--- src/rtl/strobe_wdt_pkg.sv ---
package strobe_wdt_pkg;

  typedef enum logic [1:0] {
    WD_IDLE  = 2'd0,
    WD_COUNT = 2'd1,
    WD_PULSE = 2'd2
  } wd_state_e;

  localparam logic [1:0] SEL_LOW  = 2'b00;
  localparam logic [1:0] SEL_OPEN = 2'b01;
  localparam logic [1:0] SEL_HIGH = 2'b10;

  // Timeout in ticks for a select code; 2'b11 falls back to the open value.
  function automatic int unsigned sel_ticks(input logic [1:0] sel,
                                            input int unsigned t_low,
                                            input int unsigned t_open,
                                            input int unsigned t_high);
    case (sel)
      SEL_LOW:  return t_low;
      SEL_HIGH: return t_high;
      default:  return t_open;
    endcase
  endfunction

  function automatic int unsigned max3(input int unsigned a,
                                       input int unsigned b,
                                       input int unsigned c);
    int unsigned m;
    m = (a > b) ? a : b;
    return (m > c) ? m : c;
  endfunction

  // Bits needed to hold values 0..maxval, never less than one.
  function automatic int unsigned cnt_width(input int unsigned maxval);
    return ($clog2(maxval + 1) < 1) ? 1 : $clog2(maxval + 1);
  endfunction

endpackage

--- src/rtl/wdt_tick_gen.sv ---
module wdt_tick_gen #(
  parameter int unsigned CLKS_PER_TICK = 50000
) (
  input  logic clk,
  input  logic rst_n,
  input  logic clr_i,
  output logic tick_o
);
  import strobe_wdt_pkg::*;

  localparam int unsigned DW = cnt_width(CLKS_PER_TICK - 1);

  logic [DW-1:0] pre_q;

  assign tick_o = (pre_q == DW'(CLKS_PER_TICK - 1));

  always_ff @(posedge clk or negedge rst_n) begin
    if (!rst_n)                pre_q <= '0;
    else if (clr_i || tick_o)  pre_q <= '0;
    else                       pre_q <= pre_q + DW'(1);
  end

  generate
    if (CLKS_PER_TICK > 1) begin : g_spacing
      // Ticks are separated by at least one idle cycle (timing base of R1)
      p_tick_single_r1: assert property (@(posedge clk) disable iff (!rst_n)
        tick_o |=> !tick_o);
    end
  endgenerate

endmodule

--- src/rtl/wdt_strobe_edge.sv ---
module wdt_strobe_edge #(
  parameter int unsigned SYNC_STAGES = 2
) (
  input  logic clk,
  input  logic rst_n,
  input  logic strobe_i,
  output logic fall_o
);
  // Stages 0..SYNC_STAGES-1 synchronize; the last stage holds the previous level.
  logic [SYNC_STAGES:0] sh_q;

  always_ff @(posedge clk or negedge rst_n) begin
    if (!rst_n) sh_q <= '1;
    else        sh_q <= {sh_q[SYNC_STAGES-1:0], strobe_i};
  end

  assign fall_o = sh_q[SYNC_STAGES] & ~sh_q[SYNC_STAGES-1];

  // A detected falling edge is a single-cycle event
  p_fall_one_cycle_r3: assert property (@(posedge clk) disable iff (!rst_n)
    fall_o |=> !fall_o);

endmodule

--- src/rtl/wdt_core.sv ---
module wdt_core #(
  parameter int unsigned CLKS_PER_TICK = 50000,
  parameter int unsigned TICKS_LOW     = 150,
  parameter int unsigned TICKS_FLOAT   = 600,
  parameter int unsigned TICKS_HIGH    = 1200,
  parameter int unsigned PULSE_TICKS   = 250
) (
  input  logic       clk,
  input  logic       rst_n,
  input  logic       sys_rst_i,
  input  logic [1:0] tsel_i,
  input  logic       tick_i,
  input  logic       fall_i,
  output logic       tick_clr_o,
  output logic       rst_req_o,
  output logic       armed_o
);
  import strobe_wdt_pkg::*;

  localparam int unsigned TMAX = max3(TICKS_LOW, TICKS_FLOAT, TICKS_HIGH);
  localparam int unsigned CW   = cnt_width(TMAX);
  localparam int unsigned PW   = cnt_width(PULSE_TICKS);

  wd_state_e      state_q;
  logic [CW-1:0]  limit_q;
  logic [CW-1:0]  cnt_q;
  logic [PW-1:0]  pcnt_q;

  // Named events for the assertions
  logic counting_w;
  logic expire_w;
  logic restart_w;
  logic pulse_done_w;
  logic release_w;

  assign counting_w   = (state_q == WD_COUNT) && !sys_rst_i;
  assign expire_w     = counting_w && tick_i && (cnt_q == (limit_q - CW'(1)));
  assign restart_w    = counting_w && fall_i && !expire_w;
  assign pulse_done_w = (state_q == WD_PULSE) && tick_i &&
                        (pcnt_q == PW'(PULSE_TICKS - 1));
  assign release_w    = (state_q == WD_IDLE) && !sys_rst_i;

  assign tick_clr_o = (state_q == WD_IDLE) || restart_w || expire_w;
  assign rst_req_o  = (state_q == WD_PULSE);
  assign armed_o    = (state_q == WD_COUNT);

  always_ff @(posedge clk or negedge rst_n) begin
    if (!rst_n) begin
      state_q <= WD_IDLE;
      limit_q <= '0;
      cnt_q   <= '0;
      pcnt_q  <= '0;
    end else begin
      unique case (state_q)
        WD_IDLE: begin
          cnt_q <= '0;
          if (release_w) begin
            state_q <= WD_COUNT;
            limit_q <= CW'(sel_ticks(tsel_i, TICKS_LOW, TICKS_FLOAT, TICKS_HIGH));
          end
        end
        WD_COUNT: begin
          if (sys_rst_i) begin
            state_q <= WD_IDLE;
            cnt_q   <= '0;
          end else if (expire_w) begin
            state_q <= WD_PULSE;
            pcnt_q  <= '0;
            cnt_q   <= '0;
          end else if (restart_w) begin
            cnt_q <= '0;
          end else if (tick_i) begin
            cnt_q <= cnt_q + CW'(1);
          end
        end
        WD_PULSE: begin
          if (pulse_done_w)  state_q <= WD_IDLE;
          else if (tick_i)   pcnt_q  <= pcnt_q + PW'(1);
        end
        default: state_q <= WD_IDLE;
      endcase
    end
  end

  // Checker counter for the pulse length, kept beside the logic it guards
  int unsigned pulse_cyc_q;
  always_ff @(posedge clk or negedge rst_n) begin
    if (!rst_n)                   pulse_cyc_q <= 0;
    else if (state_q == WD_PULSE) pulse_cyc_q <= pulse_cyc_q + 1;
    else                          pulse_cyc_q <= 0;
  end

  p_idle_in_sysrst_r2: assert property (@(posedge clk) disable iff (!rst_n)
    (sys_rst_i && !rst_req_o) |=> !armed_o);

  p_restart_clears_r3: assert property (@(posedge clk) disable iff (!rst_n)
    restart_w |=> (cnt_q == '0) && armed_o);

  p_tick_advances_r4: assert property (@(posedge clk) disable iff (!rst_n)
    (counting_w && tick_i && !fall_i && !expire_w) |=> (cnt_q == $past(cnt_q) + CW'(1)));

  p_pulse_length_r5: assert property (@(posedge clk) disable iff (!rst_n)
    $fell(rst_req_o) |-> (pulse_cyc_q == PULSE_TICKS * CLKS_PER_TICK));

  p_pulse_to_idle_r6: assert property (@(posedge clk) disable iff (!rst_n)
    $fell(rst_req_o) |-> !armed_o);

  p_limit_held_r7: assert property (@(posedge clk) disable iff (!rst_n)
    (state_q == WD_COUNT) |=> ((state_q != WD_COUNT) || $stable(limit_q)));

  p_expiry_wins_r8: assert property (@(posedge clk) disable iff (!rst_n)
    (expire_w && fall_i) |=> rst_req_o);

  p_arm_after_release_r10: assert property (@(posedge clk) disable iff (!rst_n)
    $rose(armed_o) |-> $past(!sys_rst_i));

  p_outputs_exclusive_r10: assert property (@(posedge clk) disable iff (!rst_n)
    !(armed_o && rst_req_o));

endmodule

--- src/rtl/strobe_watchdog.sv ---
module strobe_watchdog #(
  parameter int unsigned CLKS_PER_TICK = 50000,
  parameter int unsigned TICKS_LOW     = 150,
  parameter int unsigned TICKS_FLOAT   = 600,
  parameter int unsigned TICKS_HIGH    = 1200,
  parameter int unsigned PULSE_TICKS   = 250,
  parameter int unsigned SYNC_STAGES   = 2
) (
  input  logic       clk,
  input  logic       rst_n,
  input  logic       sys_rst_i,
  input  logic       strobe_i,
  input  logic [1:0] tsel_i,
  output logic       wdt_rst_o,
  output logic       armed_o
);

  logic tick_w;
  logic tick_clr_w;
  logic fall_w;

  wdt_tick_gen #(
    .CLKS_PER_TICK(CLKS_PER_TICK)
  ) u_tick (
    .clk    (clk),
    .rst_n  (rst_n),
    .clr_i  (tick_clr_w),
    .tick_o (tick_w)
  );

  wdt_strobe_edge #(
    .SYNC_STAGES(SYNC_STAGES)
  ) u_edge (
    .clk      (clk),
    .rst_n    (rst_n),
    .strobe_i (strobe_i),
    .fall_o   (fall_w)
  );

  wdt_core #(
    .CLKS_PER_TICK(CLKS_PER_TICK),
    .TICKS_LOW    (TICKS_LOW),
    .TICKS_FLOAT  (TICKS_FLOAT),
    .TICKS_HIGH   (TICKS_HIGH),
    .PULSE_TICKS  (PULSE_TICKS)
  ) u_core (
    .clk        (clk),
    .rst_n      (rst_n),
    .sys_rst_i  (sys_rst_i),
    .tsel_i     (tsel_i),
    .tick_i     (tick_w),
    .fall_i     (fall_w),
    .tick_clr_o (tick_clr_w),
    .rst_req_o  (wdt_rst_o),
    .armed_o    (armed_o)
  );

  // Reset values at the ports
  always_comb begin
    if (!rst_n) begin
      a_reset_quiet_r9: assert (!wdt_rst_o && !armed_o);
    end
  end

endmodule

--- config.mk ---
export PLATFORM = sky130hd
export DESIGN_NAME = strobe_watchdog
export DESIGN_NICKNAME = d
export VERILOG_FILES = /design/src/rtl/strobe_wdt_pkg.sv /design/src/rtl/wdt_tick_gen.sv /design/src/rtl/wdt_strobe_edge.sv /design/src/rtl/wdt_core.sv /design/src/rtl/strobe_watchdog.sv
export SDC_FILE = /design/constraint.sdc
export NUM_CORES = 1
export LEC_CHECK = 0
export ABC_AREA = 1
export BUFFER_PORTS_ARGS = -buffer_cell sky130_fd_sc_hd__clkbuf_2
export CORE_MARGIN = 4
export CORE_UTILIZATION = 56
export CTS_CLUSTER_SIZE = 40
export DETAILED_ROUTE_END_ITERATION = 7
export GPL_TIMING_DRIVEN = 1
export PLACE_DENSITY = 0.76
export SKIP_CTS_REPAIR_TIMING = 1
export SLEW_MARGIN = 20
export SYNTH_ARGS = -nofsm -noshare
export SYNTH_HDL_FRONTEND = slang
export SYNTH_SLANG_ARGS = --single-unit
--- constraint.sdc ---
create_clock -name clk -period 1.62 [get_ports clk]
set_input_delay 0.324 -clock clk [delete_from_list [all_inputs] [get_ports clk]]
set_output_delay 0.324 -clock clk [all_outputs]
set_load 0.05 [all_outputs]
# Word level (Yosys, flattened, before mapping)
# Cells that the tools add are included.
# Widths: inputs -> output; s select.
[totals]
wordCells = 64
out_inout_bits = 2
reg_bits = 51
[classes]
bitwise = 2
n_mux = 17
reduce_logical = 21
eq_ne = 14
addsub = 4
[ops]
columns = ["op", "n"]
rows = [
  ["$mux 11", 4],
  ["$pmux 11 s2", 2],
  ["$mux 8", 4],
  ["$add 16x1->16 const B", 1],
  ["$eq 16x16->1 const B", 1],
  ["$mux 16", 1],
  ["$pmux 8 s2", 1],
  ["$add 11x1->11 const B", 1],
  ["$eq 11x11->1", 1],
  ["$sub 11x1->11 const B", 1],
  ["$add 8x1->8 const B", 1],
  ["$eq 8x8->1 const B", 1],
  ["$logic_and 1x1->1", 8],
  ["$mux 2", 4],
  ["$ne 2x1->1 const B", 4],
  ["$pmux 2 s3", 1],
  ["$ne 5x2->1 const B", 1],
  ["$reduce_and 5->1", 1],
  ["$eq 2x2->1 const B", 2],
  ["$logic_not 2->1", 2],
  ["$ne 2x2->1 const B", 2],
  ["$reduce_and 2->1", 2],
  ["$reduce_bool 2->1", 2],
  ["$logic_or 1x1->1", 3],
  ["6 further kinds", 7],
]

# Longest topological paths before layout
[logic_depth]
depth_word = 10
ltp_mapped = 16
depth_no_buf = 16

# By module
# From an unflattened synthesis, not the netlist that was laid out.
[hier_totals]
cells_unflattened = 377
area_unflattened_um2 = 2786.4
[by_module_without_submodules]
columns = ["module", "area_each_um2", "cells_per_inst", "instances"]
rows = [
  ["wdt_core", 1736.7, 249, 1],
  ["wdt_tick_gen", 960.9, 123, 1],
  ["wdt_strobe_edge", 88.8, 5, 1],
]

# Worst setup path before layout
# Ideal clock, no wire load.
[synth_timing]
path_type = "reg2reg"
start = "register u_core.limit_q[9]"
end = "register u_core.pcnt_q[2]"
setup_time_ns = 0.117
period_less_slack_ns = 1.774
path_slack_ns = -0.154
stages_incl_launch_ff = 16
t_arrival_ns = 1.657
path_cell_list = "dfrtp_1 > inv_1 > ha_1 > inv_1 > nor2_1 > nand2_1 > nand2_1 > nand2_1 > inv_1 > nand3_1 > nor2_1 > nand3_2 > nand2_4 > nand3_4 > nand2_1 > nand2_1"
[synth_via]
elab_chain_cells = 5
[synth_lines]
columns = ["element", "line", "text"]
rows = [
  ["start: declaration", "wdt_core.sv:25", "logic [CW-1:0] limit_q;"],
  ["start signal: assignment", "wdt_core.sv:59", "limit_q <= CW'(sel_ticks(tsel_i, TICKS_LOW, TICKS_FLOAT, TICKS_HIGH));"],
  ["$sub 11x1->11", "wdt_core.sv:37", "assign expire_w = counting_w && tick_i && (cnt_q == (limit_q - CW'(1)));"],
  ["$eq 11x11->1", "wdt_core.sv:37", ""],
  ["$logic_and 1x1->1", "wdt_core.sv:37", ""],
  ["$ne 2x1->1 (no line)", "--", ""],
  ["$reduce_and 5->1 (no line)", "--", ""],
  ["end signal: assignment", "wdt_core.sv:78", "else if (tick_i) pcnt_q <= pcnt_q + PW'(1);"],
  ["end: declaration", "wdt_core.sv:27", "logic [PW-1:0] pcnt_q;"],
]
# Every way passes these cells.
# A chain may end at the register's enable or synchronous reset.

# Final worst setup path
# Ends and elaborated chain as after synthesis.

==> qor.yml <==
critical_path:
  crit_path_end_kind: "flip-flop"
  crit_required_ns: 1.87
  crit_top_cell: "nand2_1"
  worst-path-buf-inv: 3
  slowest_delay_ns: 0.43
  startpoint_type: "flip-flop"
  reg2reg_slack_ns: -0.22
  worstPathArrival_ns: 2.09
  critPathMaxFanout: 4
  crit_chain: "inv_2 -> ha_4 -> nand2_1 -> o21ai_0 -> nand2_1 -> inv_1 -> nand2_1 -> nor2_2 -> nand3_2 -> buf_4 -> nand2_2 -> nand4_1 -> nand2_1"
  path_delay_family: "simple AND/OR/NAND/NOR gates"
  worstSetupPathType: "reg2reg"
  critical_path.slowest_cell: "dfrtp_1"
global_route:
  grt_max_degree: 46
  grt_usage_pct: 23.8
  grt_pass1_vias: 2715
  grt_pass1_wl_microns: 11900
  antenna_found_initial: 0
  overflow: 0
routing:
  first_pass_iters: 5
  ant_nets: 0
  num_vias: 2882
  drt-initial-drc-count: 264
  via_per_inst: 5.36
  wl_microns: 7170
  wl_per_cell_microns: 13.3
  drc: 0
logic_synthesis:
  synth.area.mux_share_pct: 0
  synthSimpleGateAreaFrac_pct: 35.3
  ys_types: 36
  synth_top_area_share_pct: 37.2
  syn-instance-count: 392
  synth_ff_type: "dfrtp_1"
  synth.cell_area_sq_um: 2830
  yosysSeqAreaShare_pct: 39.9
  synth_xor_area_share_pct: 4.33
  syn_avg_cell_area_sq_um: 7.22
  synth_fa_ha_area_share_pct: 2.21
  synth_commonest_cells: "nand2_1, nor2_1, inv_1, dfrtp_1, nand4_1"
  synthTopCellsByArea: "dfrtp_1, nand2_1, nor2_1, inv_1, nand4_1"
  synth_top_family_by_area: "simple AND/OR/NAND/NOR gates"
  async_flop_share_pct: 100
  synth.most_common_cell: "nand2_1"
  synth-edff-count: 0
  syn_nets: 403
  synth_compound_area_share_pct: 9.77
  synth.ff_latch_count: 45
  synth_area_leader_cell: "dfrtp_1"
  yosys_warnings: 0
run:
  maxCapViolCount: 0
timing:
  tns_ns: -3.95
  slew_headroom_pct: 63.4
  hold_violations: 22
  fmax_ghz: 0.545
  whs_ns: -0.0118
  skew_ns: 0.00627
  fin_crit_ns: 1.84
  rsz0062_at_grt: "yes"
  period_share_pct: 113
  finalWorstSetupSlack_ns: -0.215
  drv_slew: 0
  finalSetupViolCount: 29
  tightest_slew_ns: 0.547
hold_path:
  hold_path.class: "in2async"
final_layout:
  layout-drive-gt1-share_pct: 27.8
  final_util_pct: 77.5
  nNetsFinal: 481
  n_antenna_cell: 0
  final_cell_area_sq_um: 3730
  area_growth_pct: 32.0
placement:
  dp_hpwl_microns: 4950
  routabilityCongestion: 0.918
  dpl_cell_area_sq_um: 3390
  io_buffers: 7
  pre_cts_slack_ns: -0.171
power:
  power.leakage_nw: 1.81
  p_clk_share_pct: 20.5
  pwr-share-seq_pct: 31.5
  power.switching_mw: 1.77
  combPwrFrac_pct: 48.0
  internal_power_mw: 2.66
  p_sw_share_pct: 40.0
  irDropWorstVdd_v: 0.000828
  finalPower_mw: 4.43
  p_per_area_nw_per_um2: 1190
floorplanning:
  io_pins: 8
  die_area_sq_um: 6250
  core_area_sq_um: 4820
  die_h_microns: 79.1
  start_util_pct: 58.7
  rows: 25
  die_w_microns: 79.1
clock_network:
  clockBufferDepth: 2
  cts_tree: "done"
  clock_latency_ns: 0.31
  htreeDepth: 2
  cts_sinks: 45
  cts_made_buffers: 5
  clk_pin_slew_ns: 0.09
  cts_root_buf: "clkbuf_8"
status:
  violations: "negative hold slack, negative setup slack"
  status: "complete, but fails checks"
## cells in the final DEF (no fill, tap or decap), drive strengths merged
cell      count
nor2         60
and2          1
clkbuf       11
o21a          1
xor2         10
o21ai        13
ha            5
clkinvlp      3
a21boi        1
buf          70
nor3          7
nand3b        2
or2           1
nand3        23
o21bai       11
nor4          1
a21o          1
a21oi        20
inv          54
xnor2         4
clkinv        1
nand4        23
bufinv        1
nand2       101
o22ai         1
dfstp         3
dfrtp        42
## logic make-up (layout without fill, tap and decap cells)
logic type	Yosys count	after routing
AND/OR/NAND/NOR	218	219
buffers and inverters	62	140
AO/OA/AOI/OAI	48	48
flip-flops	45	45
XOR/XNOR	14	14
adder cells (fa/ha/maj)	5	5
## final timing paths
kind / from / endpoint / depth (start not counted)
min: rst_n / u_core.pcnt_q[5] / 2
min in group clk: strobe_i / u_edge.sh_q[0] / 1
max: u_core.limit_q[9] / u_core.pcnt_q[2] / 13
max in group asynchronous: rst_n / u_edge.sh_q[0] / 2
max reg2reg: u_core.limit_q[9] / u_core.pcnt_q[2] / 13
min reg2reg: u_edge.sh_q[0] / u_edge.sh_q[1] / 0
## power groups by stage
stage / Sequential, mW / Combinational [mW] / Clock, mW
global placement: 1.39 / 1.77 / 0
detailed placement: 1.40 / 1.81 / 0
finish: 1.40 / 2.13 / 0.909
global route: 1.42 / 2.32 / 0.970
floorplan: 1.40 / 1.08 / 0
CTS: 1.38 / 1.82 / 0.928
## through the flow
step / hold WS [ns] / instances
after floorplan: 0.0284 / 392
after global placement: 0.326 / 518
after detailed placement: 0.329 / 518
after CTS: -0.00265 / 526
after global routing: 0.0110 / 538
final: -0.0118 / 538
## metal layers
| metal | routed length [microns] | global-route usage (%) | share of wire [%] | vias to the layer above |
|---|---|---|---|---|
| li1 | - | - | - | 1418 |
| met4 | 167 | 8.08 | 2.3 | 0 |
| met5 | 0 | 0 | 0 | - |
| met2 | 3340 | 37.7 | 47 | 121 |
| met3 | 531 | 3.85 | 7.4 | 23 |
| met1 | 3130 | 33.0 | 44 | 1320 |
## area by class of cell
class                           instances  area [sq um]
Clock buffer                            6          82.6
Clock inverter                          2          37.5
Fill cell                             355          1080
Inverter                               56           216
Multi-Input combinational cell        286          1580
Sequential cell                        45          1130
Tap cell                               67          83.8
Timing Repair Buffer                   75           593
Timing Repair inverter                  1          7.51
## flip-flops by register name (all words and copies together) (netlist names)
| signal | flops |
|---|---|
| u_core.state_q | 2 |
| u_core.limit_q | 5 |
| u_core.pcnt_q | 8 |
| u_tick.pre_q | 16 |
| u_edge.sh_q | 3 |
| u_core.cnt_q | 11 |
No activity file was read; power rests on OpenSTA's default activity.
